## src/rtl/mtf_pkg.sv

```systemverilog
package mtf_pkg;
  typedef enum logic [2:0] {
    SYM_IDLE = 3'd0,
    SYM_J    = 3'd1,
    SYM_K    = 3'd2,
    SYM_DATA = 3'd3,
    SYM_T    = 3'd4,
    SYM_R    = 3'd5,
    SYM_HALT = 3'd6
  } sym_kind_e;

  typedef enum logic [2:0] {
    ST_IDLE,
    ST_WAIT,
    ST_SOPJ,
    ST_SOPK,
    ST_DATA,
    ST_EOPT,
    ST_EOPR
  } fsm_st_e;
endpackage

```

## src/rtl/mtf_ctrl.sv

```systemverilog
module mtf_ctrl
  import mtf_pkg::*;
(
  input  logic      clk,
  input  logic      rst,
  input  logic      stall,
  input  logic      en,
  output sym_kind_e kind_d,
  output logic      take,
  output logic      rdy_q
);
  fsm_st_e st_q, st_d;
  logic    rdy_d;

  always_comb begin
    st_d   = st_q;
    kind_d = SYM_IDLE;
    unique case (st_q)
      ST_IDLE: begin
        st_d   = ST_WAIT;
        kind_d = SYM_IDLE;
      end
      ST_WAIT: begin
        if (en) begin
          st_d   = ST_SOPJ;
          kind_d = SYM_J;
        end
      end
      ST_SOPJ: begin
        st_d   = ST_SOPK;
        kind_d = SYM_K;
      end
      ST_SOPK, ST_DATA: begin
        if (en) begin
          st_d   = ST_DATA;
          kind_d = SYM_DATA;
        end else begin
          st_d   = ST_EOPT;
          kind_d = SYM_T;
        end
      end
      ST_EOPT: begin
        st_d   = ST_EOPR;
        kind_d = SYM_R;
      end
      ST_EOPR: begin
        st_d   = ST_IDLE;
        kind_d = SYM_IDLE;
      end
      default: begin
        st_d   = ST_IDLE;
        kind_d = SYM_IDLE;
      end
    endcase
  end

  assign rdy_d = (st_d == ST_WAIT) || (st_d == ST_SOPK) || (st_d == ST_DATA);
  assign take  = en && ((st_q == ST_SOPK) || (st_q == ST_DATA));

  always_ff @(posedge clk) begin
    if (rst) begin
      st_q  <= ST_IDLE;
      rdy_q <= 1'b0;
    end else if (!stall) begin
      st_q  <= st_d;
      rdy_q <= rdy_d;
    end
  end

  // a stall freezes sequencing state and ready
  p_stall_freeze_r8: assert property (@(posedge clk) disable iff (rst)
    stall |=> ($stable(st_q) && $stable(rdy_q)));

  // ready is low while J is on the output
  p_sopj_no_rdy_r3: assert property (@(posedge clk) disable iff (rst)
    (st_q == ST_SOPJ) |-> !rdy_q);

  // ready is low during the end delimiter
  p_eop_no_rdy_r6: assert property (@(posedge clk) disable iff (rst)
    ((st_q == ST_EOPT) || (st_q == ST_EOPR)) |-> !rdy_q);

  // a nibble is only taken while ready is shown
  p_take_needs_rdy_r4: assert property (@(posedge clk) disable iff (rst)
    take |-> rdy_q);
endmodule

```

## src/rtl/mtf_sym.sv

```systemverilog
module mtf_sym
  import mtf_pkg::*;
#(
  parameter int DW = 4
) (
  input  logic          clk,
  input  logic          rst,
  input  logic          stall,
  input  sym_kind_e     kind_d,
  input  logic          take,
  input  logic          er,
  input  logic [DW-1:0] d,
  output sym_kind_e     kind_q,
  output logic [DW-1:0] val_q
);
  localparam logic [DW-1:0] ZV = '0;

  always_ff @(posedge clk) begin
    if (rst) begin
      kind_q <= SYM_IDLE;
      val_q  <= ZV;
    end else if (!stall) begin
      if (take && er) begin
        kind_q <= SYM_HALT;
        val_q  <= ZV;
      end else if (take) begin
        kind_q <= SYM_DATA;
        val_q  <= d;
      end else begin
        kind_q <= kind_d;
        val_q  <= ZV;
      end
    end
  end

  // an errored nibble leaves as HALT with zero value
  p_halt_on_err_r5: assert property (@(posedge clk) disable iff (rst)
    (!stall && take && er) |=> (kind_q == SYM_HALT && val_q == ZV));

  // J is always followed by K
  p_j_then_k_r3: assert property (@(posedge clk) disable iff (rst)
    (!stall && kind_q == SYM_J) |=> (kind_q == SYM_K));

  // T is always followed by R
  p_t_then_r_r6: assert property (@(posedge clk) disable iff (rst)
    (!stall && kind_q == SYM_T) |=> (kind_q == SYM_R));

  // output symbol holds during stall
  p_sym_hold_r8: assert property (@(posedge clk) disable iff (rst)
    stall |=> ($stable(kind_q) && $stable(val_q)));
endmodule

```

## src/rtl/mii_tx_framer.sv

```systemverilog
module mii_tx_framer
  import mtf_pkg::*;
#(
  parameter int DW = 4
) (
  input  logic          clk,
  input  logic          rst,
  input  logic          link_stall,
  output logic          tx_rdy,
  input  logic          tx_en,
  input  logic          tx_er,
  input  logic [DW-1:0] tx_d,
  output logic [2:0]    sym_type,
  output logic [DW-1:0] sym_val
);
  sym_kind_e kind_d, kind_q;
  logic      take;

  mtf_ctrl u_ctrl (
    .clk    (clk),
    .rst    (rst),
    .stall  (link_stall),
    .en     (tx_en),
    .kind_d (kind_d),
    .take   (take),
    .rdy_q  (tx_rdy)
  );

  mtf_sym #(.DW(DW)) u_sym (
    .clk    (clk),
    .rst    (rst),
    .stall  (link_stall),
    .kind_d (kind_d),
    .take   (take),
    .er     (tx_er),
    .d      (tx_d),
    .kind_q (kind_q),
    .val_q  (sym_val)
  );

  assign sym_type = kind_q;
endmodule

```

## config.mk

```make
export PLATFORM = sky130hd
export DESIGN_NAME = mii_tx_framer
export DESIGN_NICKNAME = d
export VERILOG_FILES = /design/src/rtl/mtf_pkg.sv /design/src/rtl/mtf_ctrl.sv /design/src/rtl/mtf_sym.sv /design/src/rtl/mii_tx_framer.sv
export SDC_FILE = /design/constraint.sdc
export NUM_CORES = 1
export LEC_CHECK = 0
export BUFFER_PORTS_ARGS = -buffer_cell sky130_fd_sc_hd__buf_2
export CORE_AREA = 10 10 47 49
export CTS_CLUSTER_SIZE = 25
export DETAILED_ROUTE_END_ITERATION = 10
export DIE_AREA = 0 0 57 59
export HOLD_SLACK_MARGIN = 0.1
export PLACE_DENSITY = 0.67
export REMOVE_ABC_BUFFERS = 1
export SYNTH_ARGS = -nofsm -noshare
export SYNTH_HDL_FRONTEND = slang
export SYNTH_SLANG_ARGS = --single-unit
```

## constraint.sdc

```tcl
create_clock -name clk -period 1.2 [get_ports clk]
set_input_delay 0.06 -clock clk [delete_from_list [all_inputs] [get_ports clk]]
set_output_delay 0.06 -clock clk [all_outputs]
set_load 0.005 [all_outputs]
```

# After elaboration in Yosys (flattened, before gate mapping)
# Cells that the tools add are included.
[word_totals] output_inout_bits=8 in_bits=9 ff_bits=11 wordCells=29
[classes] n_reduce_logical=7 muxes=10 n_eq_ne=8
[op_table] cell="3-bit one-hot mux with 5 select lines" n=1
[op_table] cell="3-bit two-way mux" n=4
[op_table] cell="3-bit one-hot mux with 4 select lines" n=1
[op_table] cell="3-bit by 2-bit == test with 1-bit output (second input constant)" n=3
[op_table] cell="3-bit == test (second input constant)" n=3
[op_table] cell="4-bit two-way mux" n=2
[op_table] cell="3-bit by 1-bit == test with 1-bit output (second input constant)" n=2
[op_table] cell="3-bit logical NOT" n=1
[op_table] cell="1-bit logical OR" n=3
[op_table] cell="1-bit logical AND" n=2
[op_table] cell="1-bit two-way mux" n=2
[op_table] cell="2-bit OR reduction" n=1

# Logic depth before layout (Yosys ltp)
# Gate-level depths: netlist (run 1).
[depth] word_depth=6 mapped_depth=5 ltp_nobuf=4

# By module
# From an unflattened synthesis (run 1), not the netlist that was laid out.
[unflattened] cells_unflattened=69 hier_area_um2=591.8
[by_module_without_submodules] module="mtf_sym" cells_each=32 instances=1 seq_area_each_um2=140.1 area_each_um2=307.8
[by_module_without_submodules] module="mtf_ctrl" cells_each=37 instances=1 seq_area_each_um2=80.1 area_each_um2=284.0

# Worst setup path before layout (run 1)
# Ideal clock, no wire load.
[synth_path] path_type="reg2reg" start="register u_ctrl.st_q[1]" end="register u_sym.kind_q[0]" setup_ns=0.103 synth_period_minus_slack_ns=1.080 arrival_ns=0.977 required_time_ns=1.097 stages_incl_launch_ff=6 path_slack_ns=0.120 path_buffers=1 path_cell_list="dfxtp_1 > buf_6 > nand2b_1 > a21oi_2 > nor3_1 > a2111oi_2"
[synth_between] elab_chain_len=5 elab_cells_between_ends=12 classes_between="eq/ne (5); mux (3); reduce/logical (4)"
[synth_rtl] element="from (decl)" line="mtf_ctrl.sv:12" text="fsm_st_e st_q, st_d;"
[synth_rtl] element="from (signal assigned)" line="mtf_ctrl.sv:65" text="st_q <= st_d;"
[synth_rtl] element="3-bit == test or 3-bit by 2-bit == test with 1-bit output (tied branches)" line="mtf_ctrl.sv:18, mtf_ctrl.sv:58"
[synth_rtl] element="2-bit OR reduction or 1-bit logical OR (tied branches)" line="mtf_ctrl.sv:18, mtf_ctrl.sv:58"
[synth_rtl] element="3-bit one-hot mux with 4 select lines or 1-bit logical AND (tied branches)" line="mtf_ctrl.sv:18, mtf_ctrl.sv:58"
[synth_rtl] element="3-bit two-way mux or 1-bit logical AND (tied branches)" line="mtf_sym.sv:26, mtf_sym.sv:23"
[synth_rtl] element="3-bit two-way mux *" line="mtf_sym.sv:23" text="if (take && er) begin"
[synth_rtl] element="to (signal assigned)" line="mtf_sym.sv:30" text="kind_q <= kind_d;"
[synth_rtl] element="to (decl)" line="mtf_sym.sv:13" text="output sym_kind_e kind_q,"
# Mark *: on every way between the ends. The rest lies on a longest branch, timed or not.
# A chain may end at the register's enable or synchronous reset.

# Worst setup path in the final report (run 1)
[layout_path] start="register u_ctrl.st_q[0]" end="register u_sym.kind_q[0]"
# Same word-level chain as after synthesis.

==> impl_metrics.tcl, run 1 <==
set metrics [dict create \
    antenna_found_initial 0 \
    synth_warnings 0 \
    io_buffers 16 \
    post-route-cell-area_sq_um 719.4 \
    synth_mux_area_share_pct 0 \
    io_pins 17 \
    synth_area_sq_um 589.3 \
    final_hold_viol_count 0 \
    cts_buffer_depth 2 \
    netlist.area_leader.share_pct 37.37 \
    synth_seq_area_share_pct 37.37 \
    synth_top_area_cell "dfxtp_1" \
    synth-edff-count 0 \
    hp-start "rst" \
    root_buffer "clkbuf_4" \
    hold_buffers 0 \
    h-tree-depth 1 \
    synthTopCellsByArea "dfxtp_1, a22oi_1, nor2_1" \
    via_per_inst 5.539 \
    startpoint_type "flop" \
    ys_types 25 \
    crit_path_end_kind "flop" \
    min_path_type "in -> reg" \
    die_w_um 57 \
    drtIter0Drc 5 \
    wire_per_inst_um 14.17 \
    place_inst 98 \
    drc 0 \
    die_area_sq_um 3363 \
    vias 565 \
    rows 14 \
    instances_no_fill 102 \
    slew_headroom_pct 77.06 \
    power_leakage_nw 0.2980 \
    start_util_pct 42.05 \
    netlist_instances 68 \
    drt-total-wl_mm 1.445 \
    die_y_um 59 \
    syn_area_per_cell_sq_um 8.666 \
    ir_drop_uv 430.8 \
    clk_latency_ps 270 \
    diodes 0 \
    cts_inserted_buffers 3 \
    multi_input_area_sq_um 324.1 \
    synth-xor-area-share_pct 0 \
    synth_top_family_by_area "compound AO/OA/AOI/OAI gates" \
    finalCritPeriodShare_pct 92.66 \
    dp_hpwl_mm 1.036 \
    synthToLayoutAreaGrowth_pct 22.08 \
    synthAdderAreaFrac_pct 0 \
    design.core.area_sq_um 1401 \
    drt_first_pass_iters 4 \
    track_usage_pct 8.960 \
    clk_pin_slew_worst_paths_ps 80 \
    skew_ps 5.521 \
    setup_viol 0 \
    ff_latch_area_sq_um 224.0 \
    crit_start "u_ctrl.st_q[0]$_SDFFE_PP0N_" \
    critPathRequiredTime_ps 1380 \
    clkSinkCount 11 \
    maxCapViolations 0 \
    fin_tns_setup_ps 0 \
    drv_slew 0 \
    synthFlopType "dfxtp_1" \
    synth-compound-area-share_pct 28.03 \
    synth-simple-area-share_pct 24.20 \
    path_class "reg -> reg" \
    cts_tree "built" \
    powerDensity_nw_per_um2 1082 \
    grt_start_max_net_pins 20 \
    grt_pass1_vias 562 \
    worstReg2RegStart "u_ctrl.st_q[0]$_SDFFE_PP0N_" \
    crit_fanout 6 \
    post-route-util_pct 51.34 \
    place_congestion 0.7760 \
    r2r_cells 3 \
    final_layout_size_suffix_gt1_share_pct 39.53 \
    place_area_sq_um 673.1 \
    post-route-min-period_ps 1112 \
    fmax_ghz 0.8993 \
    nets 96 \
    grt_pass1_wl_mm 2.415 \
    critPathArrivalTime_ps 1290 \
    fill_cells 157 \
    worst_pin_slew_ps 344.1 \
    status "finished clean" \
    gr-total-overflow 0 \
    drtAntennaViolNets 0 \
    async_reset_ff_share_pct 0 \
    hold_depth 2 \
    ys_ff_latch 11 \
]
layer usage:
| metal | part of all wire, % | vias up | GRT usage (%) |
|---|---|---|---|
| met5 | 0 | - | 0 |
| met4 | 0.62 | 0 | 6.040 |
| met3 | 7.3 | 2 | 4.292 |
| met2 | 45 | 21 | 13.95 |
| met1 | 47 | 261 | 9.432 |
| li1 | - | 281 | - |
stage by stage:
stage               power (mW)  setup WS, ps  hold slack [ps]
floorplan               0.4571         43.64            126.2
global placement        0.5139         41.53            390.9
detailed placement      0.5179        0.3882            403.1
CTS                     0.7825         66.72            103.3
global route            0.8193       -0.8177            138.7
finish                  0.7784         88.04            102.9
report_power, final:
| part | switching [mW] | internal (mW) | leakage [nW] |
|---|---|---|---|
| logic | 0.0651 | 0.0559 | 0.192 |
| registers | 0.0149 | 0.380 | 0.0911 |
| clock network | 0.134 | 0.129 | 0.0150 |
Yosys cell counts (2+ instances only):
cell type and number:
dfxtp_1 11, nor2_1 8, a21oi_1 5, a22oi_1 5
nor3_1 5, inv_1 4, nor3b_1 4, nand2b_1 3
o21ai_0 3, a211oi_1 2, buf_4 2, buf_6 2
o21ai_1 2
final timing paths:
path / slack (ps) / endpoint
setup / recovery: 90 / u_sym.kind_q[0]$_SDFFE_PP0N_
hold / removal: 100 / u_sym.kind_q[1]$_SDFFE_PP0N_
setup reg to reg: 90 / u_sym.kind_q[0]$_SDFFE_PP0N_
hold reg to reg: 470 / u_sym.kind_q[1]$_SDFFE_PP0N_
final cells by class:
| type | instances | area share (%) |
|---|---|---|
| Clock buffer | 4 | 3.652 |
| Inverter | 4 | 2.087 |
| Multi-Input combinational cell | 47 | 45.04 |
| Sequential cell | 11 | 31.13 |
| Tap cell | 16 | 2.783 |
| Timing Repair Buffer | 20 | 15.30 |
critical path, cell delays in order (launching register included):
cell	delay (ps)
dfxtp_2	430
nor2b_4	240
nor3_1	80
a2111oi_2	270
state kept, by name (all words and copies together), names as in the netlist:
register and flops:
u_sym.val_q 4, u_ctrl.st_q 3, u_sym.kind_q 3, u_ctrl.rdy_q 1
repair_timing:
item,CTS,global route
pin swaps,0,2
resized for setup,2,4
setup buffers,0,0
endpoints found under the setup margin,2,3
cells by family (layout without fill, tap and decap cells):
kind of cell           count (synthesis)  after routing
buffers and inverters                 10             28
and+or+nand+nor                       24             24
DFF                                   11             11
AOI/OAI and AO/OA                     23             23
layout by cell type (no fill, tap or decap):
cell        n
nor3_1      5
o211ai_1    1
o21ai_0     3
a221oi_2    2
a22oi_1     5
a2111oi_2   1
a211oi_1    2
nor2b_2     1
dfxtp_2     3
inv_1       4
nor2_1      8
nor3b_2     1
or3_1       1
a21o_1      1
clkbuf_4    3
buf_4       4
clkbuf_1    1
nand2b_1    2
a21oi_2     1
buf_2      16
a21oi_1     5
nand2b_4    1
o21ai_1     2
nor2b_4     1
dfxtp_1     8
nor3b_1     4
(Power assumes the default switching activity.)
==> run 2: changes to the inputs <==
--- a/config.mk
+++ b/config.mk
@@ -6,12 +6,12 @@
 export NUM_CORES = 1
 export LEC_CHECK = 0
 export BUFFER_PORTS_ARGS = -buffer_cell sky130_fd_sc_hd__buf_2
-export CORE_AREA = 10 10 47 49
+export CORE_AREA = 10 10 49 51
 export CTS_CLUSTER_SIZE = 25
 export DETAILED_ROUTE_END_ITERATION = 10
-export DIE_AREA = 0 0 57 59
+export DIE_AREA = 0 0 59 61
 export HOLD_SLACK_MARGIN = 0.1
-export PLACE_DENSITY = 0.67
+export PLACE_DENSITY = 0.61
 export REMOVE_ABC_BUFFERS = 1
 export SYNTH_ARGS = -nofsm -noshare
 export SYNTH_HDL_FRONTEND = slang
==> run 2 against run 1 <==
Compared with the run above: clock-buffer cell count stayed put; utilization is 3.6 points lower; sequential share of layout area is 0.72 points higher; critical endpoint is now u_sym.kind_q[2]$_SDFFE_PP0N_; highest routed layer unchanged.
==> impl_metrics.tcl, run 2 (same netlist as run 1, synthesis figures left out) <==
set metrics [dict create \
    clk_latency_ps 270 \
    cts_buffer_depth 2 \
    worst_pin_slew_ps 329.8 \
    critPathRequiredTime_ps 1360 \
    clkSinkCount 11 \
    place_area_sq_um 673.1 \
    final_hold_viol_count 0 \
    regMostFlops "u_sym.val_q" \
    crit_fanout 6 \
    design.core.area_sq_um 1471 \
    skew_ps 4.824 \
    largest_reg_flops 4 \
    fin_ws_ps 79.14 \
    drv_slew 0 \
    final_layout_size_suffix_gt1_share_pct 36.05 \
    drt-total-wl_mm 1.431 \
    top_regs "u_sym.val_q (4), u_ctrl.st_q (3), u_sym.kind_q (3)" \
    place_congestion 0.7522 \
    cts_tree "built" \
    critPathSlowestCell "dfxtp_2" \
    via_per_inst 5.392 \
    critical_path.max_stage_delay_ps 410 \
    worstReg2RegStart "u_ctrl.st_q[1]$_SDFFE_PP0N_" \
    synthToLayoutAreaGrowth_pct 19.32 \
    final_cell_mix "buf_2, nor2_1, dfxtp_1" \
    place_inst 98 \
    post-route-util_pct 47.79 \
    cts_inserted_buffers 3 \
    startpoint_type "flop" \
    pre_cts_ws_ps -1.113 \
    min_path_type "in -> reg" \
    maxCapViolations 0 \
    nets 96 \
    slew_headroom_pct 78.01 \
    post-route-cell-area_sq_um 703.2 \
    fin_tns_setup_ps 0 \
    worstPathCellList "nand2b_1, o21ai_0, a221oi_1, nor3_1" \
    powerDensity_nw_per_um2 1093 \
    critical-path-top-delay-family "flip-flops" \
    rows 14 \
    dp_hpwl_mm 1.073 \
    antenna_found_initial 0 \
    critPathArrivalTime_ps 1280 \
    fill_cells 155 \
    io_pins 17 \
    final_common_cell "buf_2" \
    postCtsSetupRepairBufs 0 \
    setup_viol 0 \
    gr-total-overflow 0 \
    status "finished clean" \
    crit_start "u_ctrl.st_q[1]$_SDFFE_PP0N_" \
    root_buffer "clkbuf_4" \
    worst-path-stages 4 \
    die_w_um 59 \
    die_area_sq_um 3599 \
    grt_pass1_vias 548 \
    grt_start_max_net_pins 20 \
    finalCritPeriodShare_pct 93.41 \
    die_y_um 61 \
    wire_per_inst_um 14.03 \
    ir_drop_uv 640.0 \
    instances_no_fill 102 \
    r2r_cells 4 \
    drc 0 \
    start_util_pct 40.05 \
    crit_buf_inv 0 \
    diodes 0 \
    drtIter0Drc 9 \
    crit_path_end "u_sym.kind_q[2]$_SDFFE_PP0N_" \
    drt_first_pass_iters 4 \
    path_class "reg -> reg" \
    grt_pass1_wl_mm 2.415 \
    h-tree-depth 1 \
    crit_path_end_kind "flop" \
    r2r-end "u_sym.kind_q[2]$_SDFFE_PP0N_" \
    clk_pin_slew_worst_paths_ps 80 \
    io_buffers 16 \
    power_leakage_nw 0.2929 \
    drtAntennaViolNets 0 \
    fmax_ghz 0.8922 \
    post-route-min-period_ps 1121 \
    rsz0062_at_grt "false" \
    reg2reg_setup_slack_ps 80 \
    hold_depth 2 \
    vias 550 \
    track_usage_pct 8.470 \
]
-- run 2: cell counts in the layout (fill, tap and decap cells not counted) --
Identical to the previous run, type by type.
-- run 2: timing repair --
item / CTS / global route
gates resized for setup: 1 / 2
setup endpoints to repair: 1 / 2
hold buffers: 0 / 0
-- run 2: how the worst min path moves through the flow --
stage          start                            to  slack [ps]
6_report         rst   u_sym.val_q[3]$_SDFFE_PP0N_         110
5_1_grt          rst   u_sym.val_q[3]$_SDFFE_PP0N_         110
4_1_cts          rst   u_sym.val_q[3]$_SDFFE_PP0N_         110
3_5_place_dp     rst   u_sym.val_q[1]$_SDFFE_PP0N_         400
3_3_place_gp     rst   u_sym.val_q[3]$_SDFFE_PP0N_         390
2_1_floorplan    rst  u_sym.kind_q[1]$_SDFFE_PP0N_         130
-- run 2: layer usage --
| metal | part of all wire [%] | up-vias | wire [um] | global-route usage (%) |
|---|---|---|---|---|
| met1 | 45 | 245 | 640 | 9.613 |
| met4 | 0.56 | 0 | 8 | 1.967 |
| met3 | 9.6 | 2 | 138 | 4.802 |
| met2 | 45 | 20 | 644 | 13.51 |
| met5 | 0 | - | 0 | 0 |
| li1 | - | 283 | - | - |
-- run 2: layout make-up --
type	count	area, sq um	share of cell area [%]
Sequential cell	11	224.0	31.85
Clock buffer	4	26.28	3.737
Tap cell	16	20.02	2.847
Multi-Input combinational cell	47	307.8	43.77
Timing Repair Buffer	20	110.1	15.66
Inverter	4	15.01	2.135
-- run 2: power breakdown --
part           switching [mW]  total [mW]  internal, mW
clock network           0.132       0.261         0.129
logic                  0.0639       0.116        0.0521
registers              0.0118       0.391         0.380
-- run 2: stage by stage --
step | hold slack [ps] | power, mW
floorplan | 126.2 | 0.4571
global placement | 391.5 | 0.5138
detailed placement | 399.2 | 0.5159
CTS | 108.2 | 0.7787
global route | 109.0 | 0.8151
finish | 111.8 | 0.7684
